### config.mk
export PLATFORM = sky130hd
export DESIGN_NAME = amul16_approx
export DESIGN_NICKNAME = d
export VERILOG_FILES = /design/src/rtl/amul_pkg.sv /design/src/rtl/amul_add_reg.sv /design/src/rtl/amul8_trunc.sv /design/src/rtl/amul_quad_sum.sv /design/src/rtl/amul16_approx.sv
export SDC_FILE = /design/constraint.sdc
export NUM_CORES = 1
export LEC_CHECK = 0
export BUFFER_PORTS_ARGS = -buffer_cell sky130_fd_sc_hd__buf_2
export CAP_MARGIN = 5
export CORE_UTILIZATION = 35
export CTS_CLUSTER_SIZE = 28
export DETAILED_ROUTE_END_ITERATION = 12
export GPL_TIMING_DRIVEN = 0
export SLEW_MARGIN = 20
export SYNTH_ARGS = -nofsm -noshare
export SYNTH_HDL_FRONTEND = slang
export SYNTH_SLANG_ARGS = --single-unit
### constraint.sdc
create_clock -name clk_i -period 3.43 [get_ports clk_i]
set_input_delay 0.686 -clock clk_i [delete_from_list [all_inputs] [get_ports clk_i]]
set_output_delay 0.686 -clock clk_i [all_outputs]
set_load 0.02 [all_outputs]
### src/rtl/amul_pkg.sv
package amul_pkg;

  typedef enum logic [1:0] {
    MODE_EXACT = 2'd0,
    MODE_V1    = 2'd1,
    MODE_V2    = 2'd2
  } amul_mode_e;

  // quad: 0=hi*hi, 1=hi*lo, 2=lo*hi, 3=lo*lo
  function automatic amul_mode_e quad_mode(input int cfg, input int quad);
    amul_mode_e m;
    m = MODE_EXACT;
    if (quad != 0) begin
      case (cfg)
        1: m = MODE_V1;
        2: m = (quad == 3) ? MODE_V2 : MODE_V1;
        3: m = MODE_V2;
        4: m = (quad == 1) ? MODE_V1 : MODE_V2;
        default: m = MODE_EXACT;
      endcase
    end
    return m;
  endfunction

  function automatic int mode_trunc(input amul_mode_e m, input int t1, input int t2);
    int t;
    case (m)
      MODE_V1: t = t1;
      MODE_V2: t = t2;
      default: t = 0;
    endcase
    return t;
  endfunction

endpackage

### src/rtl/amul_add_reg.sv
module amul_add_reg #(
  parameter int W = 16
) (
  input  logic         clk_i,
  input  logic         rst_ni,
  input  logic [W-1:0] a_i,
  input  logic [W-1:0] b_i,
  output logic [W-1:0] s_o
);

  always_ff @(posedge clk_i or negedge rst_ni) begin
    if (!rst_ni) s_o <= '0;
    else         s_o <= a_i + b_i;
  end

endmodule

### src/rtl/amul8_trunc.sv
module amul8_trunc #(
  parameter int OP_W  = 8,
  parameter int TRUNC = 0
) (
  input  logic              clk_i,
  input  logic              rst_ni,
  input  logic [OP_W-1:0]   a_i,
  input  logic [OP_W-1:0]   b_i,
  output logic [2*OP_W-1:0] prod_o
);

  localparam int PW     = 2 * OP_W;
  localparam int NODES  = 2 * OP_W - 1;
  localparam int LEAF0  = OP_W - 1;
  localparam logic [PW-1:0] KEEP_MASK = {PW{1'b1}} << TRUNC;
  localparam logic [PW-1:0] MAX_P     = PW'((2 ** OP_W - 1) * (2 ** OP_W - 1));

  // heap-ordered tree: node k sums 2k+1 and 2k+2; leaves hold masked rows
  logic [PW-1:0] tree [NODES];

  for (genvar r = 0; r < OP_W; r++) begin : g_row
    logic [PW-1:0] row;
    assign row = (PW'(a_i & {OP_W{b_i[r]}}) << r) & KEEP_MASK;
    always_ff @(posedge clk_i or negedge rst_ni) begin
      if (!rst_ni) tree[LEAF0 + r] <= '0;
      else         tree[LEAF0 + r] <= row;
    end
  end

  for (genvar k = 0; k < LEAF0; k++) begin : g_node
    amul_add_reg #(.W(PW)) add_i (
      .clk_i  (clk_i),
      .rst_ni (rst_ni),
      .a_i    (tree[2*k+1]),
      .b_i    (tree[2*k+2]),
      .s_o    (tree[k])
    );
  end

  // final carry-propagate register
  always_ff @(posedge clk_i or negedge rst_ni) begin
    if (!rst_ni) prod_o <= '0;
    else         prod_o <= tree[0];
  end

  if (TRUNC > 0) begin : g_trunc_chk
    AST_LOW_ZERO: assert property (@(posedge clk_i) disable iff (!rst_ni)
      prod_o[TRUNC-1:0] == '0);
  end

  AST_SUB_RANGE: assert property (@(posedge clk_i) disable iff (!rst_ni)
    prod_o <= MAX_P);

endmodule

### src/rtl/amul_quad_sum.sv
module amul_quad_sum #(
  parameter int OP_W = 8
) (
  input  logic                   clk_i,
  input  logic                   rst_ni,
  input  logic                   en_i,
  input  logic [3:0][2*OP_W-1:0] sub_i,
  output logic [4*OP_W-1:0]      sum_o
);

  localparam int RW = 4 * OP_W;

  logic [RW:0] full;

  assign full = ((RW+1)'(sub_i[0]) << (2*OP_W))
              + ((RW+1)'(sub_i[1]) << OP_W)
              + ((RW+1)'(sub_i[2]) << OP_W)
              +  (RW+1)'(sub_i[3]);

  always_ff @(posedge clk_i or negedge rst_ni) begin
    if (!rst_ni)   sum_o <= '0;
    else if (en_i) sum_o <= full[RW-1:0];
  end

  AST_NO_OVERFLOW: assert property (@(posedge clk_i) disable iff (!rst_ni)
    en_i |-> !full[RW]);

endmodule

### src/rtl/amul16_approx.sv
module amul16_approx #(
  parameter int OP_W     = 8,
  parameter int CFG      = 2,
  parameter int TRUNC_V1 = 4,
  parameter int TRUNC_V2 = 8
) (
  input  logic              clk_i,
  input  logic              rst_ni,
  input  logic              valid_i,
  input  logic [2*OP_W-1:0] a_i,
  input  logic [2*OP_W-1:0] b_i,
  output logic              valid_o,
  output logic [4*OP_W-1:0] prod_o
);

  localparam int SUB_LAT = $clog2(OP_W) + 2;

  logic [OP_W-1:0] a_hi, a_lo, b_hi, b_lo;
  logic [3:0][2*OP_W-1:0] sub_p;
  logic [SUB_LAT-1:0] vpipe;

  assign {a_hi, a_lo} = a_i;
  assign {b_hi, b_lo} = b_i;

  for (genvar q = 0; q < 4; q++) begin : g_quad
    localparam int TR = amul_pkg::mode_trunc(amul_pkg::quad_mode(CFG, q), TRUNC_V1, TRUNC_V2);
    logic [OP_W-1:0] qa, qb;
    assign qa = (q < 2)      ? a_hi : a_lo;
    assign qb = (q % 2 == 0) ? b_hi : b_lo;
    amul8_trunc #(.OP_W(OP_W), .TRUNC(TR)) mul_i (
      .clk_i  (clk_i),
      .rst_ni (rst_ni),
      .a_i    (qa),
      .b_i    (qb),
      .prod_o (sub_p[q])
    );
  end

  always_ff @(posedge clk_i or negedge rst_ni) begin
    if (!rst_ni) begin
      vpipe   <= '0;
      valid_o <= 1'b0;
    end else begin
      vpipe   <= {vpipe[SUB_LAT-2:0], valid_i};
      valid_o <= vpipe[SUB_LAT-1];
    end
  end

  amul_quad_sum #(.OP_W(OP_W)) sum_i (
    .clk_i  (clk_i),
    .rst_ni (rst_ni),
    .en_i   (vpipe[SUB_LAT-1]),
    .sub_i  (sub_p),
    .sum_o  (prod_o)
  );

  AST_HOLD_IDLE: assert property (@(posedge clk_i) disable iff (!rst_ni)
    !valid_o |-> $stable(prod_o));

endmodule

## Yosys cells after proc, flatten, opt, wreduce, memory -nomap -nowiden

Cells that the tools add are included.

- Register bits: 894
- Input port bits: 35
- Output and inout port bits: 33
- Logic and storage cells: 129

- Add/subtract/negate cells: 31
- Bitwise gates (word level): 31

Operators with widths:

| cell | count |
|---|---|
| 16-bit adder | 28 |
| 8-bit AND | 31 |
| 32-bit by 24-bit adder with 32-bit output | 2 |
| 32-bit by 16-bit adder with 32-bit output | 1 |

## Longest topological paths before layout

- Word-level depth: 3
- Depth in mapped cells: 12
- Depth with buffers taken out: 12

## Modules after synthesis

A second synthesis with hierarchy kept.

- Cells, all modules: 4153
- Area total of the unflattened synthesis: 45298.4 um^2

By module, submodules not included:

| module | times used | cells each | area each (um^2) | seq. area each (um^2) |
|---|---|---|---|---|
| amul_add_reg at g_quad[0].mul_i.g_node[0].add_i ... | 17 | 123 | 1253.7 | 400.4 |
| amul_add_reg at g_quad[2].mul_i.g_node[3].add_i ... | 11 | 120 | 1206.2 | 400.4 |
| amul8_trunc at g_quad[1].mul_i ... | 2 | 125 | 2093.3 | 1751.7 |
| amul_quad_sum | 1 | 268 | 2695.1 | 800.8 |
| amul8_trunc at g_quad[0].mul_i | 1 | 145 | 2406.1 | 2001.9 |
| amul8_trunc at g_quad[3].mul_i | 1 | 73 | 1280.0 | 1101.1 |
| amul16_approx | 1 | 6 | 150.1 | 150.1 |

## Worst setup path after synthesis

No wires, ideal clock.

- Path kind: register to register
- From: register g_quad[1].mul_i.prod_o[5]
- To: register sum_i.sum_o[19]
- Required time: 3.305 ns
- Stages on the path, launching flop included: 11
- Period minus slack after synthesis: 2.580 ns
- Path buffers: 0
- Setup time: 0.125 ns
- Data arrival time: 2.455 ns
- Slack: 0.850 ns
- Cell sequence: dfrtp_1 fa_1 ha_1 inv_1 fa_1 nor2b_1 o31a_1 o21ai_0 and2b_1 xnor2_1 mux2_2

- Longest elaborated chain between the ends: 3

Ends and longest elaborated chain:

| item | line | RTL |
|---|---|---|
| start, declared | amul8_trunc.sv:9 | `output logic [2*OP_W-1:0] prod_o` |
| start signal, assigned | amul8_trunc.sv:43 | `else prod_o <= tree[0];` |
| 32-bit by 24-bit adder with 32-bit output | amul_quad_sum.sv:16 | `+ ((RW+1)'(sub_i[1]) << OP_W)` |
| 32-bit by 24-bit adder with 32-bit output | amul_quad_sum.sv:17 | `+ ((RW+1)'(sub_i[2]) << OP_W)` |
| 32-bit by 16-bit adder with 32-bit output | amul_quad_sum.sv:18 | `+ (RW+1)'(sub_i[3]);` |
| end signal, assigned | amul_quad_sum.sv:22 | `else if (en_i) sum_o <= full[RW-1:0];` |
| end, declared | amul_quad_sum.sv:8 | `output logic [4*OP_W-1:0] sum_o` |

No other way between the ends.
A chain may end at the register's enable or synchronous reset.

## Worst setup path after layout

- From: register g_quad[3].mul_i.prod_o[13]
- To: register sum_i.sum_o[19]

- Longest elaborated chain between the ends: 1

Ends and longest elaborated chain:

| item | line |
|---|---|
| start, declared | amul8_trunc.sv:9 |
| start signal, assigned | amul8_trunc.sv:43 |
| 32-bit by 16-bit adder with 32-bit output | amul_quad_sum.sv:18 |

No other way between the ends.

==> impl_results.md <==
- Switching power total: about 6400 uW
- Cells after DPL: 2846
- Yosys top cell area share: 0.5750
- Clock tree from TritonCTS: done
- Area of combinational cells with multiple inputs: between 9000 and 10000 sq um
- Clock latency on the worst-skew pair: 620 ps
- Number of max-slew violations in the final report: 0
- Internal power: roughly 14000 uW
- Initial Utilization: 0.3534
- Max_cap viols: 0
- Commonest cells after routing, fill and taps aside: 533 x sky130_fd_sc_hd__dfrtp_1, 201 x sky130_fd_sc_hd__and2_1, 184 x sky130_fd_sc_hd__ha_1, 163 x sky130_fd_sc_hd__inv_1, 123 x sky130_fd_sc_hd__xnor2_1
- Synth warn: 0
- Detailed-placement wirelength estimate: around 32 mm
- Number of antenna violations at the first check in global routing: 3
- Final WL: 43.30 mm
- Flip-flop cell with the highest count after synthesis: sky130_fd_sc_hd__dfrtp_1
- Relative slew slack: 0.4183
- Die X: about 260 microns
- TritonCTS sink count: between 500 and 600
- Cell types occupying the most area after synthesis: sky130_fd_sc_hd__dfrtp_1 58%, sky130_fd_sc_hd__ha_1 9.9%, sky130_fd_sc_hd__and2_1 5.4%
- Launch point of the critical path: g_quad[3].mul_i.prod_o[13]
- Count of TritonRoute iterations in the first routing pass: 4
- Global placer's final weighted congestion: just under 0.8
- Share of total power in combinational logic: 0.293
- GRT Overall Usage: 0.1345
- Switching power as a share of total power: 0.3156
- RSZ-0062 raised after global routing: no
- Hold_ws: between 70 and 80 ps
- Die Y-Extent: roughly 260 microns
- Portion of the post-synthesis area used by sequential elements: 0.5750
- Hold Vio Cnt, Final: 0
- CTS hold repair buffers: 0
- Post-route cell area: about 27000 sq um
- Footprint of the flip-flops and latches: approximately 13000 sq um
- Pleak: around 0.013 uW
- Category of the worst setup path capture point: flip-flop
- Data arrival time at the worst-slack endpoint: roughly 3300 ps
- Final critical-path required period: about 2800 ps
- Area after DPL: about 25000 sq um
- Instance count of the mapped netlist: around 1.9k
- Avg WL per Cell: around 15 microns
- Worst reg-to-reg setup slack: approximately 590 ps
- Fin crit share: 0.8290
- Filler Cell Count: 6187
- Part of the total power dissipated in sequential elements: 0.396
- Commonest non-fill, non-tap cell in the layout: sky130_fd_sc_hd__dfrtp_1
- Layout overhead on the synthesized area: 15.21%
- Core area: between 60000 and 70000 sq um
- Post-synthesis cell type with the largest combined area: sky130_fd_sc_hd__dfrtp_1
- Vias in the first global route: 14.24k
- Number of antenna repair diodes: 0
- Clock buffers created by TritonCTS: 56
- Final setup viols: 0
- Peak VDD IR: slightly below 0.0004 V
- Worst Path Required: 3910 ps
- Capture instance of the worst register-to-register path: sum_i.sum_o[19]
- Overall power consumption: 20430 uW
- Nets@finish: about 2.3k
- Clock transition at the registers of the reported paths: roughly 70 ps
- Largest net degree at the start of global routing: about 110
- Async SR Flop Fraction: 1.000
- Root Buffer: sky130_fd_sc_hd__clkbuf_16
- Path category of the worst min-delay check: in -> async
- Status: complete, no violations
- R2r startpoint: g_quad[3].mul_i.prod_o[13]
- Count of vias placed by the detailed router: 13.34k
- Post-CTS repair timing setup buffer count: 0
- Antenna-violating nets left: 0
- Power density over the cells: approximately 760 nW/um^2
- Highest fanout seen on the critical path: 5
- Post-Layout Cell Count: ~2.9k
- Maximum clock insertion buffer count: 3
- Category of the critical setup timing path: reg -> reg
- Setup crit start kind: flip-flop
- Detailed Route Iter0 Violations: roughly 510
- Synthesis-stage register bit count: 533
- Overflow left after global routing: 0
- Total DRC errors in the routed layout: 0
- Io pins: slightly below 70
- Part of the power in the clock network: 0.311
- Post-Place Setup Slack: roughly 610 ps
- Post-DR vias/cell: approximately 4.5
- DIE AREA: between 60000 and 70000 sq um
- Setup ws final: 586.5 ps
- Post-synthesis instance area: 23190 sq um
- Number of H-tree levels: 2
- Row count: between 90 and 100
- Maximum operating frequency: 0.3517 GHz
- Syn Area/Cell: ~12 sq um
- Setup Skew: 26.35 ps
- Wire length of the first global-routing pass: 71.81 mm
- Fraction of final layout cells with drive strength greater than 1: 0.08921
- Number of distinct library cell variants in the gate-level netlist after synthesis: 52
- Port buffer count: 59
- Post-synth EDFFs: 0
- Count of instances resized after the clock tree is built: 0
- End point of the critical path: sum_i.sum_o[19]
- Worst reg-to-reg path cell count: 10
- Worst Tran Pin Value: a little under 900 ps
## metal layers
metal  vias to the layer above  track usage  wire length [microns]
met3                        76      0.02705                   1645
li1                       6552            -                      -
met2                       157       0.2359                  21670
met4                         6      0.03725                   1013
met1                      6549       0.1673                  18940
met5                         -            0                     29
## how the worst min path moves through the flow
| stage | cells after the start | endpoint | startpoint | slack, ps |
|---|---|---|---|---|
| 6_report | 1 | g_quad[2].mul_i.g_node[3].add_i.s_o[6] | rst_ni | 80 |
| 3_5_place_dp | 0 | g_quad[0].mul_i.prod_o[3] | g_quad[0].mul_i.g_node[0].add_i.s_o[3] | 330 |
| 4_1_cts | 1 | g_quad[2].mul_i.g_node[3].add_i.s_o[6] | rst_ni | 60 |
| 5_1_grt | 1 | g_quad[2].mul_i.g_node[2].add_i.s_o[5] | rst_ni | 100 |
| 2_1_floorplan | 0 | g_quad[0].mul_i.g_node[0].add_i.s_o[0] | g_quad[0].mul_i.g_node[1].add_i.s_o[0] | 330 |
| 3_3_place_gp | 0 | g_quad[0].mul_i.g_node[4].add_i.s_o[2] | g_quad[0].mul_i.tree[82] | 330 |
## worst max-delay path: stages, from the launching register on
cell and delay, ps:
sky130_fd_sc_hd__dfrtp_1 440, sky130_fd_sc_hd__fa_1 510, sky130_fd_sc_hd__ha_1 200, sky130_fd_sc_hd__inv_1 70, sky130_fd_sc_hd__fa_1 400, sky130_fd_sc_hd__nor2b_1 160
sky130_fd_sc_hd__o31a_1 240, sky130_fd_sc_hd__o21ai_0 90, sky130_fd_sc_hd__and2b_1 170, sky130_fd_sc_hd__xnor2_1 140, sky130_fd_sc_hd__mux2_2 270
## area by class of cell
type                       count  share of cell area
buffer                        38            0.006555
clock buffer                  79             0.06016
clock inverter                24             0.01386
inverter                     163             0.02290
multi-input combinational   1184              0.3404
sequential                   533              0.4991
tap                          864             0.04045
timing repair buffer          64             0.01657
## sequential cells by signal, indices dropped and copies added (netlist names)
| name | flops |
|---|---|
| g_quad.mul_i.tree | 200 |
| g_quad.mul_i.prod_o | 48 |
| g_quad.mul_i.g_node.add_i.s_o | 255 |
| valid_o | 1 |
| sum_i.sum_o | 24 |
| vpipe | 5 |
## power groups by stage
| stage | Clock, uW | Sequential (uW) | Combinational [uW] |
|---|---|---|---|
| finish | 6350 | 8100 | 5980 |
| global route | 6800 | 8220 | 6740 |
| CTS | 6540 | 8130 | 6040 |
| detailed placement | 0 | 8240 | 5980 |
| global placement | 0 | 8220 | 5820 |
| floorplan | 0 | 8170 | 4320 |
## cells in the mapped netlist (all sizes together) (6+ instances only)
| library cell | n |
|---|---|
| a211o | 6 |
| a211oi | 9 |
| a21boi | 22 |
| a21o | 35 |
| a21oi | 77 |
| and2 | 201 |
| and3 | 9 |
| buf | 11 |
| clkbuf | 27 |
| dfrtp | 533 |
| fa | 39 |
| ha | 184 |
| inv | 163 |
| mux2 | 10 |
| nand2 | 66 |
| nand2b | 11 |
| nand3 | 12 |
| nand4 | 6 |
| nor2 | 105 |
| nor2b | 30 |
| nor3 | 23 |
| nor3b | 9 |
| o21a | 33 |
| o21ai | 90 |
| o21bai | 12 |
| o41ai | 8 |
| xnor2 | 123 |
| xor2 | 22 |
## kinds of logic (layout without fill, tap and decap cells)
kind of cell / after synthesis / after routing / synth area share
flops: 533 / 533 / 0.5750
simple gates: 484 / 484 / 0.1118
compound gates: 313 / 313 / 0.08609
fa+ha+maj: 223 / 223 / 0.1329
buf+inv: 201 / 368 / 0.03393
xor+xnor: 145 / 145 / 0.05475
mux: 11 / 11 / 0.005287
other cells: 1 / 8 / 0.0001617
## per-stage QoR
stage / util / setup TNS [ps]
floorplan: - / 0
finish: 0.4072 / 0
global placement: 0.3748 / -4600640
global route: 0.4072 / 0
detailed placement: 0.3770 / 0
CTS: 0.4072 / 0
Power figures use the tool's default switching activity.
